$ cat src/rtl/oc_pkg.sv
package oc_pkg;
    localparam int NCH    = 4;
    localparam int CNT_W  = 16;
    localparam int DW     = 8;
    localparam int AW     = 4;
    localparam int MST    = NCH - 1;
    localparam int ACT_W  = 2 * NCH;

    localparam logic [AW-1:0] A_SEL = 4'd0;
    localparam logic [AW-1:0] A_ACT = 4'd1;
    localparam logic [AW-1:0] A_FRC = 4'd2;
    localparam logic [AW-1:0] A_MSK = 4'd3;
    localparam logic [AW-1:0] A_DAT = 4'd4;
    localparam logic [AW-1:0] A_FLG = 4'd5;
    localparam int            A_CMP = 8;

    typedef enum logic [1:0] {
        ACT_KEEP = 2'b00,
        ACT_TOG  = 2'b01,
        ACT_LOW  = 2'b10,
        ACT_HIGH = 2'b11
    } act_e;
endpackage

$ cat src/rtl/oc_regs.sv
module oc_regs
    import oc_pkg::*;
(
    input  logic                 clk,
    input  logic                 rst_n,
    input  logic                 wr_en,
    input  logic [AW-1:0]        addr,
    input  logic [DW-1:0]        wdata,
    output logic [DW-1:0]        rdata,
    input  logic [NCH-1:0]       flag_set,
    output logic [NCH-1:0]       ocsel,
    output logic [ACT_W-1:0]     act,
    output logic [NCH-1:0]       fstrobe,
    output logic [NCH-1:0]       mmask,
    output logic [NCH-1:0]       mdata,
    output logic [NCH-1:0]       irq,
    output logic [NCH*CNT_W-1:0] cmp
);
    logic [NCH-1:0] flag_clr;

    assign fstrobe  = (wr_en && addr == A_FRC) ? wdata[NCH-1:0] : '0;
    assign flag_clr = (wr_en && addr == A_FLG) ? wdata[NCH-1:0] : '0;

    always_ff @(posedge clk) begin
        if (!rst_n) begin
            ocsel <= '0;
            act   <= '0;
            mmask <= '0;
            mdata <= '0;
            irq   <= '0;
        end else begin
            if (wr_en && addr == A_SEL) ocsel <= wdata[NCH-1:0];
            if (wr_en && addr == A_ACT) act   <= wdata[ACT_W-1:0];
            if (wr_en && addr == A_MSK) mmask <= wdata[NCH-1:0];
            if (wr_en && addr == A_DAT) mdata <= wdata[NCH-1:0];
            irq <= (irq & ~flag_clr) | flag_set;
        end
    end

    for (genvar n = 0; n < NCH; n++) begin : g_cmp
        localparam logic [AW-1:0] LO = AW'(A_CMP + 2 * n);
        localparam logic [AW-1:0] HI = AW'(A_CMP + 2 * n + 1);
        always_ff @(posedge clk) begin
            if (!rst_n) begin
                cmp[n*CNT_W +: CNT_W] <= '0;
            end else if (wr_en) begin
                if (addr == LO) cmp[n*CNT_W +: 8]     <= wdata;
                if (addr == HI) cmp[n*CNT_W + 8 +: 8] <= wdata;
            end
        end
    end

    always_comb begin
        rdata = '0;
        unique case (addr)
            A_SEL:   rdata = DW'(ocsel);
            A_ACT:   rdata = act;
            A_FRC:   rdata = '0;
            A_MSK:   rdata = DW'(mmask);
            A_DAT:   rdata = DW'(mdata);
            A_FLG:   rdata = DW'(irq);
            default: begin
                for (int n = 0; n < NCH; n++) begin
                    if (addr == AW'(A_CMP + 2 * n))     rdata = cmp[n*CNT_W +: 8];
                    if (addr == AW'(A_CMP + 2 * n + 1)) rdata = cmp[n*CNT_W + 8 +: 8];
                end
            end
        endcase
    end
endmodule

$ cat src/rtl/oc_match.sv
module oc_match
    import oc_pkg::*;
(
    input  logic                 clk,
    input  logic                 rst_n,
    input  logic [CNT_W-1:0]     cnt,
    input  logic [NCH*CNT_W-1:0] cmp,
    input  logic [NCH-1:0]       ocsel,
    output logic [NCH-1:0]       real_ev
);
    logic [CNT_W-1:0] cnt_q;
    logic             moved;

    always_ff @(posedge clk) begin
        if (!rst_n) cnt_q <= '0;
        else        cnt_q <= cnt;
    end

    assign moved = (cnt != cnt_q);

    for (genvar n = 0; n < NCH; n++) begin : g_eq
        assign real_ev[n] = ocsel[n] && moved && (cnt == cmp[n*CNT_W +: CNT_W]);
    end
endmodule

$ cat src/rtl/oc_pins.sv
module oc_pins
    import oc_pkg::*;
(
    input  logic             clk,
    input  logic             rst_n,
    input  logic [NCH-1:0]   ev_any,
    input  logic [ACT_W-1:0] act,
    input  logic [NCH-1:0]   ocsel,
    input  logic [NCH-1:0]   mmask,
    input  logic [NCH-1:0]   mdata,
    output logic [NCH-1:0]   pin_out,
    output logic [NCH-1:0]   pin_oe
);
    logic [NCH-1:0] pin_nxt;
    logic           mst_fire;

    function automatic logic apply_act(input act_e a, input logic cur);
        logic r;
        unique case (a)
            ACT_KEEP: r = cur;
            ACT_TOG:  r = ~cur;
            ACT_LOW:  r = 1'b0;
            ACT_HIGH: r = 1'b1;
        endcase
        return r;
    endfunction

    assign mst_fire = ev_any[MST];

    always_comb begin
        for (int n = 0; n < NCH; n++) begin
            pin_nxt[n] = pin_out[n];
            if (ev_any[n])
                pin_nxt[n] = apply_act(act_e'(act[2*n +: 2]), pin_out[n]);
            if (mst_fire && mmask[n])
                pin_nxt[n] = mdata[n];
        end
    end

    always_ff @(posedge clk) begin
        if (!rst_n) pin_out <= '0;
        else        pin_out <= pin_nxt;
    end

    for (genvar n = 0; n < NCH; n++) begin : g_oe
        if (n == MST) begin : g_mst
            assign pin_oe[n] = ocsel[n] && (act[2*n +: 2] != ACT_KEEP);
        end else begin : g_slv
            assign pin_oe[n] = ocsel[n] && ((act[2*n +: 2] != ACT_KEEP) || mmask[n]);
        end
    end
endmodule

$ cat src/rtl/oc_quad.sv
module oc_quad
    import oc_pkg::*;
(
    input  logic             clk,
    input  logic             rst_n,
    input  logic             wr_en,
    input  logic [AW-1:0]    addr,
    input  logic [DW-1:0]    wdata,
    output logic [DW-1:0]    rdata,
    input  logic [CNT_W-1:0] cnt,
    output logic [NCH-1:0]   pin_out,
    output logic [NCH-1:0]   pin_oe,
    output logic [NCH-1:0]   irq
);
    logic [NCH-1:0]       ocsel, fstrobe, mmask, mdata;
    logic [NCH-1:0]       real_ev, force_ev, ev_any, flag_set;
    logic [ACT_W-1:0]     act;
    logic [NCH*CNT_W-1:0] cmp;
    logic                 master_ev;

    assign force_ev  = fstrobe & ocsel;
    assign ev_any    = real_ev | force_ev;
    assign flag_set  = real_ev & ~force_ev;
    assign master_ev = ev_any[MST];

    oc_regs u_regs (
        .clk(clk), .rst_n(rst_n), .wr_en(wr_en), .addr(addr), .wdata(wdata),
        .rdata(rdata), .flag_set(flag_set), .ocsel(ocsel), .act(act),
        .fstrobe(fstrobe), .mmask(mmask), .mdata(mdata), .irq(irq), .cmp(cmp)
    );

    oc_match u_match (
        .clk(clk), .rst_n(rst_n), .cnt(cnt), .cmp(cmp), .ocsel(ocsel),
        .real_ev(real_ev)
    );

    oc_pins u_pins (
        .clk(clk), .rst_n(rst_n), .ev_any(ev_any), .act(act), .ocsel(ocsel),
        .mmask(mmask), .mdata(mdata), .pin_out(pin_out), .pin_oe(pin_oe)
    );
endmodule

$ cat config.mk
export PLATFORM = sky130hd
export DESIGN_NAME = oc_quad
export DESIGN_NICKNAME = d
export VERILOG_FILES = /design/src/rtl/oc_pkg.sv /design/src/rtl/oc_regs.sv /design/src/rtl/oc_match.sv /design/src/rtl/oc_pins.sv /design/src/rtl/oc_quad.sv
export SDC_FILE = /design/constraint.sdc
export NUM_CORES = 1
export LEC_CHECK = 0
export CORE_UTILIZATION = 30
export DETAILED_ROUTE_END_ITERATION = 12
export SLEW_MARGIN = 15
export SYNTH_ARGS = -nofsm -noshare
export SYNTH_HDL_FRONTEND = slang
export SYNTH_SLANG_ARGS = --single-unit
$ cat constraint.sdc
create_clock -name clk -period 4.6 [get_ports clk]
set_clock_uncertainty 0.1 [all_clocks]
set_input_delay 0.46 -clock clk [delete_from_list [all_inputs] [get_ports clk]]
set_output_delay 0.46 -clock clk [all_outputs]
set_load 0.01 [all_outputs]
==> results_tabular.tex <==
\begin{tabular}{lr}
\hline
Metric & Value \\
\hline
\multicolumn{2}{l}{\textbf{Run status}} \\
Run status & complete, no violations \\
\multicolumn{2}{l}{\textbf{Clocking}} \\
CTS HTree Levels & 3 \\
CTS hold repair buffers & 0 \\
Number of buffers added by the clock tree synthesis step & 9 \\
Clock tree root driver cell & sky130\_fd\_sc\_hd\_\_clkbuf\_16 \\
Post-CTS clock slew at the launch and capture registers of the worst setup and hold paths & 0.07 ns \\
Buffer count from post-CTS setup fixing & 0 \\
Buffer levels on the longest clock path & 2 \\
Clk sink count & 108 \\
Worst-Skew Late Latency & 0.36 ns \\
CTS tree & built \\
Number of instances resized during post-cts repair & 0 \\
\multicolumn{2}{l}{\textbf{Pwr}} \\
Highest ir drop seen on vdd & 0.168 mV \\
Power per standard cell area & 284 nW/µm² \\
Static power due to leakage & 2.42 nW \\
\multicolumn{2}{l}{\textbf{Hold path}} \\
Hold Path Cell Cnt & 2 \\
Endpoint with the worst hold slack & u\_regs.cmp[53] \\
Type of the worst min-delay path & reg2reg \\
Beginning of the worst hold path & u\_regs.cmp[53] \\
\multicolumn{2}{l}{\textbf{Timing}} \\
Final worst-path cycle share & 80.5\% \\
Number of endpoints with negative hold slack in the final report & 0 \\
Worst slew margin & 38.4\% \\
Post-layout minimum cycle time & 3.70 ns \\
Setup repair after global routing missed its margin & no \\
Maximum clock frequency & 270 MHz \\
Final setup vio count & 0 \\
Worst path setup slack after routing & 0.898 ns \\
Worst hold margin & 0.393 ns \\
Max-slew violation total from the final report & 0 \\
Worst Max-Slew Pin Slew & 0.923 ns \\
Post-Route Setup TNS & 0 ns \\
\multicolumn{2}{l}{\textbf{Worst setup path}} \\
Reg-to-Reg End & u\_pins.pin\_out[3] \\
Cell-by-cell listing of the critical path & clkdlybuf4s50\_1 -> buf\_4 -> nor3\_1 -> buf\_4 -> a222oi\_1 -> o211ai\_1 -> clkdlybuf4s50\_1 \\
Highest-delay cell along the critical path & sky130\_fd\_sc\_hd\_\_clkdlybuf4s50\_1 \\
Cell class contributing the biggest share of worst-path delay & buffers and inverters \\
Number of cells on the worst reg-to-reg path & 6 \\
Nature of the critical path endpoint & output port \\
Critical Path Source Type & input port \\
Worst flop-to-flop path startpoint & u\_regs.cmp[49] \\
Required @ worst endpoint & 4.04 ns \\
Maximum fanout along the worst path & 19 \\
Worst endpoint data arrival time & 3.14 ns \\
Peak per-stage delay on the critical path & 1.03 ns \\
Reg2reg setup slack & 2.60 ns \\
Buffering stage count on the worst path with inverters included & 4 \\
Category of the most critical setup path & in2out \\
\multicolumn{2}{l}{\textbf{Logic synthesis}} \\
Cell taking the most area after synthesis & sky130\_fd\_sc\_hd\_\_dfxtp\_1 \\
Syn Nets & 691 \\
Flip-flop cell with the highest count after synthesis & sky130\_fd\_sc\_hd\_\_dfxtp\_1 \\
Post-synthesis adder-cell area fraction & 0\% \\
Compound-gate portion of the synthesized area & 9.10\% \\
Asr flop ratio synth & 0\% \\
Sequential-to-total area share from yosys stat & 36.8\% \\
Number of enable flip-flop cells after synthesis & 0 \\
Syn Inst Count & 660 \\
Fraction of synthesized area in multiplexers & 16.7\% \\
Main combinational cell family by area after synthesis & simple AND/OR/NAND/NOR gates \\
Yosys warnings & 0 \\
Syn\_area\_per\_cell & 8.90 µm² \\
Post-synth design cell area & 5870 µm² \\
Basic-gate share of the synthesized area counting and, or, nand and nor cells & 20.8\% \\
Unique cell type count in the Yosys netlist & 58 \\
Fraction of synthesized cell area in xor and xnor cells & 12.2\% \\
Leading cell types by total area after synthesis & sky130\_fd\_sc\_hd\_\_dfxtp\_1, sky130\_fd\_sc\_hd\_\_mux2i\_1, sky130\_fd\_sc\_hd\_\_xor2\_1 \\
Yosys top cell area share & 36.8\% \\
Count of state elements after synthesis & 108 \\
\multicolumn{2}{l}{\textbf{Global routing}} \\
Remaining global-route overflow & 0 \\
Largest net degree at the start of global routing & 51 \\
Vias in the first global route & 4564 \\
GRT Resource Usage Total & 18.0\% \\
Number of antenna violations at the first check in global routing & 0 \\
First-pass GRT wire length & 27400 µm \\
\multicolumn{2}{l}{\textbf{Drt}} \\
First-pass iteration count of the detailed router & 5 \\
Antenna Nets Post-Route & 0 \\
Iteration-0 DRC Markers & 465 \\
Final Routed Wirelength & 17400 µm \\
Routed wirelength normalized by instance count & 18.4 µm \\
Via-per-instance ratio & 5.04 \\
Total number of vias & 4769 \\
Post-route DRC & 0 \\
\multicolumn{2}{l}{\textbf{Cells and area}} \\
Layout filler cell count & 1933 \\
Area growth, synth to finish & 16.4\% \\
FF+latch area & 2160 µm² \\
Post-route cell area & 6830 µm² \\
Number of nets in the final layout & 712 \\
Total area of multi-input combinational cells & 3460 µm² \\
Final non-filler cell total & 946 \\
Proportion of layout cells with a drive suffix above 1 & 7.87\% \\
Diodes inserted & 0 \\
\multicolumn{2}{l}{\textbf{Job}} \\
Maximum Capacitance Violations & 0 \\
\multicolumn{2}{l}{\textbf{Placement}} \\
Global placer's final weighted congestion & 0.891 \\
Detailed-placement wirelength estimate & 13000 µm \\
Post-Place Cells & 930 \\
Minimum setup slack after placement & 0.945 ns \\
Cell area after placement & 6550 µm² \\
Port bufs & 50 \\
\multicolumn{2}{l}{\textbf{Floorplan}} \\
Vertical die dimension & 142 µm \\
Core area & 19000 µm² \\
Width of the die & 142 µm \\
Standard-cell rows & 50 \\
Floorplan die area & 20100 µm² \\
Effective utilization at floorplan & 31.0\% \\
I/O pin count & 51 \\
\hline
\end{tabular}
layer usage:
layer / global-route usage [%] / share of wire, % / up-vias
li1: - / - / 2304
met1: 25.2 / 48 / 2294
met2: 28.2 / 45 / 144
met3: 2.33 / 4.9 / 27
met4: 6.73 / 2.2 / 0
met5: 0 / 0 / -
cells in the mapped netlist, types with 3 or more instances:
cell type and n:
sky130_fd_sc_hd__nand2_1 44, sky130_fd_sc_hd__dfxtp_1 108, sky130_fd_sc_hd__nor4_2 4, sky130_fd_sc_hd__nor2b_1 4, sky130_fd_sc_hd__o31a_1 5, sky130_fd_sc_hd__xor2_1 46, sky130_fd_sc_hd__nand4_1 7, sky130_fd_sc_hd__clkbuf_1 24
sky130_fd_sc_hd__mux4_2 7, sky130_fd_sc_hd__inv_1 5, sky130_fd_sc_hd__and2_1 19, sky130_fd_sc_hd__nand2b_1 8, sky130_fd_sc_hd__mux2i_1 81, sky130_fd_sc_hd__o21ai_0 12, sky130_fd_sc_hd__a21oi_1 37, sky130_fd_sc_hd__nor2_1 84
sky130_fd_sc_hd__and3_1 4, sky130_fd_sc_hd__nor4_1 6, sky130_fd_sc_hd__nor2_2 3, sky130_fd_sc_hd__a22oi_1 6, sky130_fd_sc_hd__buf_2 24, sky130_fd_sc_hd__a31oi_1 3, sky130_fd_sc_hd__nor3_1 6, sky130_fd_sc_hd__xnor2_1 36
sky130_fd_sc_hd__nand3_1 34
flip-flops by register name, summed over array words and instances (netlist names):
register	flops
u_regs.act	8
u_match.cnt_q	16
u_regs.ocsel	4
u_regs.mmask	4
u_regs.cmp	64
u_regs.mdata	4
u_regs.irq	4
u_pins.pin_out	4
through the flow:
stage | power, mW | util [%]
after floorplan | 1.13 | -
after global placement | 1.20 | 34.6
after detailed placement | 1.20 | 34.6
after CTS | 1.95 | 36.1
after global routing | 2.00 | 36.1
final | 1.94 | 36.1
cell families after synthesis:
kind of cell / after synthesis
AO/OA/AOI/OAI: 84
XOR/XNOR: 82
buffers and inverters: 58
flip-flops: 108
multiplexers: 89
AND/OR/NAND/NOR: 239
cell usage in the layout, fill, tap and decap left out, types with 5 or more instances in the layout:
cell type and count:
sky130_fd_sc_hd__nand4_1 7, sky130_fd_sc_hd__nand2_1 44, sky130_fd_sc_hd__clkdlybuf4s50_1 50, sky130_fd_sc_hd__xor2_1 46, sky130_fd_sc_hd__o21ai_0 12, sky130_fd_sc_hd__nand2b_1 8
sky130_fd_sc_hd__mux4_2 7, sky130_fd_sc_hd__clkbuf_16 9, sky130_fd_sc_hd__a21oi_1 37, sky130_fd_sc_hd__xnor2_1 36, sky130_fd_sc_hd__nor4_1 6, sky130_fd_sc_hd__dfxtp_1 108
sky130_fd_sc_hd__inv_1 5, sky130_fd_sc_hd__nor2_1 84, sky130_fd_sc_hd__nand3_1 34, sky130_fd_sc_hd__buf_4 11, sky130_fd_sc_hd__mux2i_1 81, sky130_fd_sc_hd__a22oi_1 6
sky130_fd_sc_hd__o31a_1 5, sky130_fd_sc_hd__and2_1 19, sky130_fd_sc_hd__nor3_1 6
how the worst max path moves through the flow:
stage,startpoint,end,slack [ns],cells past startpoint
floorplan,addr[0],rdata[3],2.31,6
finish,addr[2],rdata[2],0.90,7
global route,addr[2],rdata[2],0.78,7
global placement,addr[1],rdata[3],0.98,7
CTS,addr[2],rdata[2],0.93,7
detailed placement,addr[2],rdata[2],0.94,7
worst reg2reg max path, cell delays in order, from the launching register on:
cell and delay [ns]:
sky130_fd_sc_hd__dfxtp_1 0.35, sky130_fd_sc_hd__xor2_1 0.19, sky130_fd_sc_hd__nor4_1 0.28, sky130_fd_sc_hd__and3_1 0.25
sky130_fd_sc_hd__nand4_4 0.20, sky130_fd_sc_hd__and2_1 0.27, sky130_fd_sc_hd__o221a_1 0.23
final cells by class:
cell class / count / share of cell area [%]
clock buffer: 13 / 3.81
sequential: 108 / 31.6
tap: 260 / 4.76
multi-input combinational: 494 / 50.6
inverter: 7 / 0.384
timing repair buffer: 61 / 8.53
clock inverter: 3 / 0.311
where the power goes:
group	switching, mW	internal (mW)	leakage, nW
clock network	0.359	0.398	0.136
registers	0.0148	0.951	0.876
logic	0.129	0.0866	1.41
No activity file was read; power rests on OpenSTA's default activity.
